[src/rtl/scg_pkg.sv]
package scg_pkg;

  typedef enum logic [1:0] {
    FILL_NONE = 2'b00,
    FILL_S    = 2'b01,
    FILL_SE   = 2'b10
  } fill_e;

  typedef enum logic {
    KIND_LOAD  = 1'b0,
    KIND_STORE = 1'b1
  } req_kind_e;

  typedef enum logic {
    CMT_SE_LOAD = 1'b0,
    CMT_STORE   = 1'b1
  } cmt_kind_e;

  // A speculative request may not demote a remote exclusive holder.
  function automatic logic must_hold(logic at_head, logic remote_excl);
    return remote_excl && !at_head;
  endfunction

  // Filter cache only ever fills shared; a lone load is tagged SE.
  function automatic fill_e grant_fill(req_kind_e kind, logic remote_excl,
                                       logic remote_shared);
    if (kind == KIND_LOAD && !remote_excl && !remote_shared) return FILL_SE;
    return FILL_S;
  endfunction

  // Store commit needs a broadcast unless ownership is already local.
  function automatic logic needs_bcast(cmt_kind_e kind, logic local_excl);
    return (kind == CMT_STORE) && !local_excl;
  endfunction

endpackage

[src/rtl/scg_req_filter.sv]
module scg_req_filter
  import scg_pkg::*;
#(
  parameter int AW = 16
) (
  input  logic          clk,
  input  logic          rst_n,
  input  logic          req_valid,
  input  logic          req_kind,
  input  logic [AW-1:0] req_addr,
  input  logic          req_at_head,
  input  logic          snp_remote_excl,
  input  logic          snp_remote_shared,
  input  logic          pend_at_head,
  output logic          req_ready,
  output logic          retry_pending,
  output logic          fwd_valid,
  output logic [AW-1:0] fwd_addr,
  output logic [1:0]    fwd_fill,
  output logic          fwd_retry,
  output logic          nack,
  output logic          ev_accept,
  output logic          ev_hold,
  output logic          ev_replay
);

  logic          pend_q;
  logic          pend_kind_q;
  logic [AW-1:0] pend_addr_q;

  assign ev_accept = req_valid && !pend_q;
  assign ev_replay = pend_q && pend_at_head;
  assign ev_hold   = ev_accept && must_hold(req_at_head, snp_remote_excl);

  assign req_ready     = !pend_q;
  assign retry_pending = pend_q;

  always_ff @(posedge clk) begin
    if (!rst_n) begin
      pend_q      <= 1'b0;
      pend_kind_q <= 1'b0;
      pend_addr_q <= '0;
      fwd_valid   <= 1'b0;
      fwd_addr    <= '0;
      fwd_fill    <= FILL_NONE;
      fwd_retry   <= 1'b0;
      nack        <= 1'b0;
    end else begin
      fwd_valid <= 1'b0;
      fwd_retry <= 1'b0;
      fwd_fill  <= FILL_NONE;
      nack      <= 1'b0;
      if (ev_replay) begin
        fwd_valid <= 1'b1;
        fwd_retry <= 1'b1;
        fwd_addr  <= pend_addr_q;
        fwd_fill  <= grant_fill(req_kind_e'(pend_kind_q), snp_remote_excl,
                                snp_remote_shared);
        pend_q    <= 1'b0;
      end else if (ev_hold) begin
        nack        <= 1'b1;
        pend_q      <= 1'b1;
        pend_kind_q <= req_kind;
        pend_addr_q <= req_addr;
      end else if (ev_accept) begin
        fwd_valid <= 1'b1;
        fwd_addr  <= req_addr;
        fwd_fill  <= grant_fill(req_kind_e'(req_kind), snp_remote_excl,
                                snp_remote_shared);
      end
    end
  end

endmodule

[src/rtl/scg_commit_ctl.sv]
module scg_commit_ctl
  import scg_pkg::*;
#(
  parameter int AW      = 16,
  parameter int INV_LAT = 4   // must be at least 1
) (
  input  logic          clk,
  input  logic          rst_n,
  input  logic          cmt_valid,
  input  logic          cmt_kind,
  input  logic [AW-1:0] cmt_addr,
  input  logic          cmt_local_excl,
  output logic          cmt_ready,
  output logic          upg_async,
  output logic          inv_bcast,
  output logic          upg_done,
  output logic [AW-1:0] upg_addr,
  output logic          ev_inv_start,
  output logic          ev_inv_end
);

  localparam int CW = (INV_LAT > 1) ? $clog2(INV_LAT) : 1;

  logic          busy_q;
  logic [CW-1:0] cnt_q;
  logic          cmt_take;

  assign cmt_ready    = !busy_q;
  assign cmt_take     = cmt_valid && !busy_q;
  assign ev_inv_start = cmt_take && needs_bcast(cmt_kind_e'(cmt_kind), cmt_local_excl);
  assign ev_inv_end   = busy_q && (cnt_q == '0);

  always_ff @(posedge clk) begin
    if (!rst_n) begin
      busy_q    <= 1'b0;
      cnt_q     <= '0;
      upg_async <= 1'b0;
      inv_bcast <= 1'b0;
      upg_done  <= 1'b0;
      upg_addr  <= '0;
    end else begin
      upg_async <= 1'b0;
      inv_bcast <= 1'b0;
      upg_done  <= 1'b0;
      if (ev_inv_end) begin
        busy_q   <= 1'b0;
        upg_done <= 1'b1;
      end else if (busy_q) begin
        cnt_q <= cnt_q - CW'(1);
      end else if (cmt_take) begin
        upg_addr <= cmt_addr;
        if (cmt_kind_e'(cmt_kind) == CMT_SE_LOAD) begin
          upg_async <= 1'b1;
        end else if (ev_inv_start) begin
          inv_bcast <= 1'b1;
          busy_q    <= 1'b1;
          cnt_q     <= CW'(INV_LAT - 1);
        end else begin
          upg_done <= 1'b1;
        end
      end
    end
  end

endmodule

[src/rtl/spec_coh_gate.sv]
module spec_coh_gate #(
  parameter int AW      = 16,
  parameter int NC      = 4,
  parameter int SELF_ID = 1,
  parameter int INV_LAT = 4
) (
  input  logic          clk,
  input  logic          rst_n,
  input  logic          req_valid,
  input  logic          req_kind,
  input  logic [AW-1:0] req_addr,
  input  logic          req_at_head,
  output logic          req_ready,
  input  logic          snp_remote_excl,
  input  logic          snp_remote_shared,
  input  logic          pend_at_head,
  output logic          retry_pending,
  output logic          fwd_valid,
  output logic [AW-1:0] fwd_addr,
  output logic [1:0]    fwd_fill,
  output logic          fwd_retry,
  output logic          nack,
  input  logic          cmt_valid,
  input  logic          cmt_kind,
  input  logic [AW-1:0] cmt_addr,
  input  logic          cmt_local_excl,
  output logic          cmt_ready,
  output logic          upg_async,
  output logic [AW-1:0] upg_addr,
  output logic          inv_bcast,
  output logic [NC-1:0] inv_mask,
  output logic          upg_done
);

  // Named internal events, brought out for the checker.
  logic ev_accept;
  logic ev_hold;
  logic ev_replay;
  logic ev_inv_start;
  logic ev_inv_end;

  logic [NC-1:0] peer_mask;

  for (genvar g = 0; g < NC; g++) begin : g_peer
    assign peer_mask[g] = (g != SELF_ID);
  end

  assign inv_mask = inv_bcast ? peer_mask : '0;

  scg_req_filter #(.AW(AW)) u_req (
    .clk               (clk),
    .rst_n             (rst_n),
    .req_valid         (req_valid),
    .req_kind          (req_kind),
    .req_addr          (req_addr),
    .req_at_head       (req_at_head),
    .snp_remote_excl   (snp_remote_excl),
    .snp_remote_shared (snp_remote_shared),
    .pend_at_head      (pend_at_head),
    .req_ready         (req_ready),
    .retry_pending     (retry_pending),
    .fwd_valid         (fwd_valid),
    .fwd_addr          (fwd_addr),
    .fwd_fill          (fwd_fill),
    .fwd_retry         (fwd_retry),
    .nack              (nack),
    .ev_accept         (ev_accept),
    .ev_hold           (ev_hold),
    .ev_replay         (ev_replay)
  );

  scg_commit_ctl #(.AW(AW), .INV_LAT(INV_LAT)) u_cmt (
    .clk            (clk),
    .rst_n          (rst_n),
    .cmt_valid      (cmt_valid),
    .cmt_kind       (cmt_kind),
    .cmt_addr       (cmt_addr),
    .cmt_local_excl (cmt_local_excl),
    .cmt_ready      (cmt_ready),
    .upg_async      (upg_async),
    .inv_bcast      (inv_bcast),
    .upg_done       (upg_done),
    .upg_addr       (upg_addr),
    .ev_inv_start   (ev_inv_start),
    .ev_inv_end     (ev_inv_end)
  );

endmodule

[config.mk]
export PLATFORM = sky130hd
export DESIGN_NAME = spec_coh_gate
export DESIGN_NICKNAME = d
export VERILOG_FILES = /design/src/rtl/scg_pkg.sv /design/src/rtl/scg_req_filter.sv /design/src/rtl/scg_commit_ctl.sv /design/src/rtl/spec_coh_gate.sv
export SDC_FILE = /design/constraint.sdc
export NUM_CORES = 1
export LEC_CHECK = 0
export ABC_AREA = 1
export BUFFER_PORTS_ARGS = -buffer_cell sky130_fd_sc_hd__buf_2
export CAP_MARGIN = 10
export CORE_MARGIN = 2
export CORE_UTILIZATION = 53
export DETAILED_ROUTE_END_ITERATION = 8
export GPL_ROUTABILITY_DRIVEN = 0
export PLACE_DENSITY = 0.84
export SYNTH_ARGS = -nofsm -noshare
export SYNTH_HDL_FRONTEND = slang
export SYNTH_HIERARCHICAL = 1
export SYNTH_SLANG_ARGS = --single-unit
[constraint.sdc]
create_clock -name clk -period 1.8 [get_ports clk]
set_input_delay 0.36 -clock clk [delete_from_list [all_inputs] [get_ports clk]]
set_output_delay 0.36 -clock clk [all_outputs]
set_load 0.01 [all_outputs]
==> results.txt <==
----------------------------------------------------
[Cells and area]
  Antenna Cells ... 0
  Share of layout cells above drive strength 1 ... around 26%
  Post-synthesis to final-layout area growth ... 21.1%
  Sequential Area ... 1220 um^2
  Number of nets at the end of the flow ... 497
  Layout Cells excl Fill ... 524
  Number of filler cells placed in the layout ... approximately 450
  Area taken by multi-input logic gates ... 1110 um^2

[Placed design]
  Placed cell count ... 509
  Count of buffers inserted at the top-level ports ... 88
  Detailed Place HPWL ... 4050 um

[Floorplan]
  Placeable Area ... 4750 um^2
  Die area ... 5530 um^2
  Num rows ... 25
  IO Pins ... 90
  Chip width ... 74.4 um
  Die Y-Extent ... 74.4 um
  Initial core utilization ... 55.2%

[Timing]
  Final Max Slew Viols ... 0
  Final hold violation count ... 0
  Count of endpoints failing setup in the final report ... 0
  Max frequency ... 690 MHz
  RSZ-0062 raised after global routing ... no
  Largest clock skew in the final design ... 8.06 ps
  Final period demand of the worst path ... 1450 ps
  Post-route fraction of the period consumed by the critical path ... between 80% and 90%
  Setup_tns ... 0 ps

[Critical path]
  Worst path buffer plus inverter count ... 1
  Ordered cell list for the critical path ... nand2_2 > inv_2 > nand2_1 > nand2_1 > nor2_1 > nor2_1
  Kind of cell adding the most delay to the critical path ... simple AND/OR/NAND/NOR gates
  Endpoint required time on the critical path ... 2050 ps
  Worst endpoint data arrival time ... about 1700 ps
  Max FO, Critical Path ... 19
  Crit Path Category ... reg -> reg
  Nature of the critical path endpoint ... flop
  Slowest stage delay, CP ... between 400 and 500 ps
  Crit-path slowest cell ... sky130_fd_sc_hd__dfxtp_1
  Startpoint types ... flop

[Power]
  Total net switching power ... 0.802 mW
  Power density over the cells ... 931 nW/um^2
  Clock network fraction of total power ... 33.9%
  Internal portion of total power ... 2.16 mW
  Reg power frac ... approximately half
  Share of total power in combinational logic ... 15.7%
  Worst supply voltage drop on vdd ... ~0.0008 V
  Share of total power consumed by net switching ... 27.1%
  Leakage power ... 1.70 nW

[Global route]
  Vias in the first global route ... 2331
  Largest net degree at the start of global routing ... 30
  Initial antenna violation count ... 0
  GRT Util Overall ... between 20% and 30%
  Aggregate global routing overflow ... 0
  Wire length of the first global-routing pass ... roughly 9700 um

[Clock tree]
  Cell at the root of the clock tree ... sky130_fd_sc_hd__clkbuf_8
  Cts bufs inserted ... 9
  Post-CTS setup buffer count ... 0
  CTS tree ... built
  Resize count post-CTS ... 0
  CTS clk-pin slew, worst paths ... 60 ps
  Buffer depth of the longest clock path ... 2
  CTS hold repair buffers ... 0
  CTS sink count ... 61
  H-tree Lvls ... 3
  Clock latency of the later-clocked register in the worst-skew pair ... 320 ps

[Route]
  Residual DRC count ... 0
  Top routing layer used ... met4
  Detailed-route wire length ... 5770 um
  Metal-1 WL ... ~2600 um
  Via count ... 2453
  Routed Antenna Nets ... 0
  Length of the first detailed-routing pass in iterations ... 4
  Routed length on met2 ... roughly 2800 um
  Via-per-instance ratio ... 4.68
  Number of DRC violations after detailed-routing iteration 0 ... approximately 130
  Routed wirelength normalized by instance count ... around 11 um
  Met3 wire len ... 356 um

[Flow run]
  MaxCap Viol Count ... 0

[Synth]
  Number of nets produced by synthesis ... between 400 and 500
  Combined area of all synthesized cells ... approximately 2600 um^2
  Gate count of the mapped netlist ... 373
  Mean Syn Cell Area ... 7.04 um^2
  Total of warnings raised by yosys ... 6

[Min path]
  Classification of the worst-slack hold path ... in -> reg

[Outcome]
  Status ... completed

----------------------------------------------------
-- final cells by class --
type                       instances  area share (%)
multi-input combinational        255            34.8
clock inverter                     2           0.315
clock buffer                      13            4.68
tap                               67            2.64
timing repair buffer              91            14.9
sequential                        61            38.4
inverter                          35            4.25
-- per-layer routing --
| metal | GRT usage (%) | up-vias |
|---|---|---|
| met1 | 28.0 | 1062 |
| met5 | 0 | - |
| met3 | 4.07 | 4 |
| li1 | - | 1295 |
| met2 | 39.2 | 92 |
| met4 | 7.14 | 0 |
-- worst register-to-register path, delay by kind of cell (launching register included) --
kind | cells | cell delay (ps)
and+or+nand+nor | 5 | 640
DFF | 1 | 430
buffers and inverters | 1 | 330
-- power groups by stage --
stage | registers [mW] | logic [mW] | clock network, mW
6_report | 1.49 | 0.465 | 1.00
5_1_grt | 1.50 | 0.531 | 1.10
4_1_cts | 1.49 | 0.467 | 1.04
3_5_place_dp | 1.52 | 0.463 | 0
3_3_place_gp | 1.52 | 0.453 | 0
2_1_floorplan | 1.55 | 0.275 | 0
-- final timing paths --
check / to / from / slack [ps] / cells after the start
worst max-delay path: u_req/fwd_addr[5] / u_req/retry_pending / 350 / 6
worst min-delay path: u_cmt/upg_async / cmt_kind / 260 / 2
worst min register to register: u_req/pend_addr_q[9] / u_req/pend_addr_q[9] / 480 / 2
worst max register to register: u_req/fwd_addr[5] / u_req/retry_pending / 350 / 6
-- flip-flops by register name, indices dropped and copies added, names as in the netlist --
signal	count
u_cmt/inv_bcast	1
u_cmt/busy_q	1
u_cmt/upg_async	1
u_cmt/cnt_q	2
u_req/nack	1
u_req/pend_addr_q	16
u_cmt/upg_addr	16
u_req/fwd_fill	2
u_req/fwd_addr	16
u_cmt/upg_done	1
u_req/pend_kind_q	1
u_req/fwd_retry	1
u_req/retry_pending	1
u_req/fwd_valid	1
-- cell usage in the layout (no fill, tap or decap) --
master and instances:
sky130_fd_sc_hd__nor2_1 106, sky130_fd_sc_hd__nand2_2 2, sky130_fd_sc_hd__inv_4 1, sky130_fd_sc_hd__nor2_2 1, sky130_fd_sc_hd__dfxtp_1 61, sky130_fd_sc_hd__clkinv_2 3
sky130_fd_sc_hd__nand2_1 77, sky130_fd_sc_hd__o21ai_1 3, sky130_fd_sc_hd__buf_12 1, sky130_fd_sc_hd__nor3_2 2, sky130_fd_sc_hd__nor2_4 2, sky130_fd_sc_hd__conb_1 1
sky130_fd_sc_hd__a21oi_1 4, sky130_fd_sc_hd__clkbuf_8 10, sky130_fd_sc_hd__o21ai_0 31, sky130_fd_sc_hd__buf_4 2, sky130_fd_sc_hd__inv_1 31, sky130_fd_sc_hd__ha_1 1
sky130_fd_sc_hd__inv_2 2, sky130_fd_sc_hd__nand3_1 20, sky130_fd_sc_hd__nor2b_1 1, sky130_fd_sc_hd__buf_2 88, sky130_fd_sc_hd__o21bai_2 1, sky130_fd_sc_hd__clkbuf_1 3
sky130_fd_sc_hd__nand2_4 3
-- stage by stage --
stage	hold slack, ps	area [um^2]	util [%]	worst slack [ps]	power (mW)
final	261	3180	66.9	350	2.96
after detailed placement	473	3020	63.6	350	1.98
after floorplan	430	2630	-	614	1.83
after global placement	465	3020	63.6	399	1.97
after CTS	242	3180	66.9	341	2.99
after global routing	254	3180	66.9	228	3.13
(Power assumes the default switching activity.)
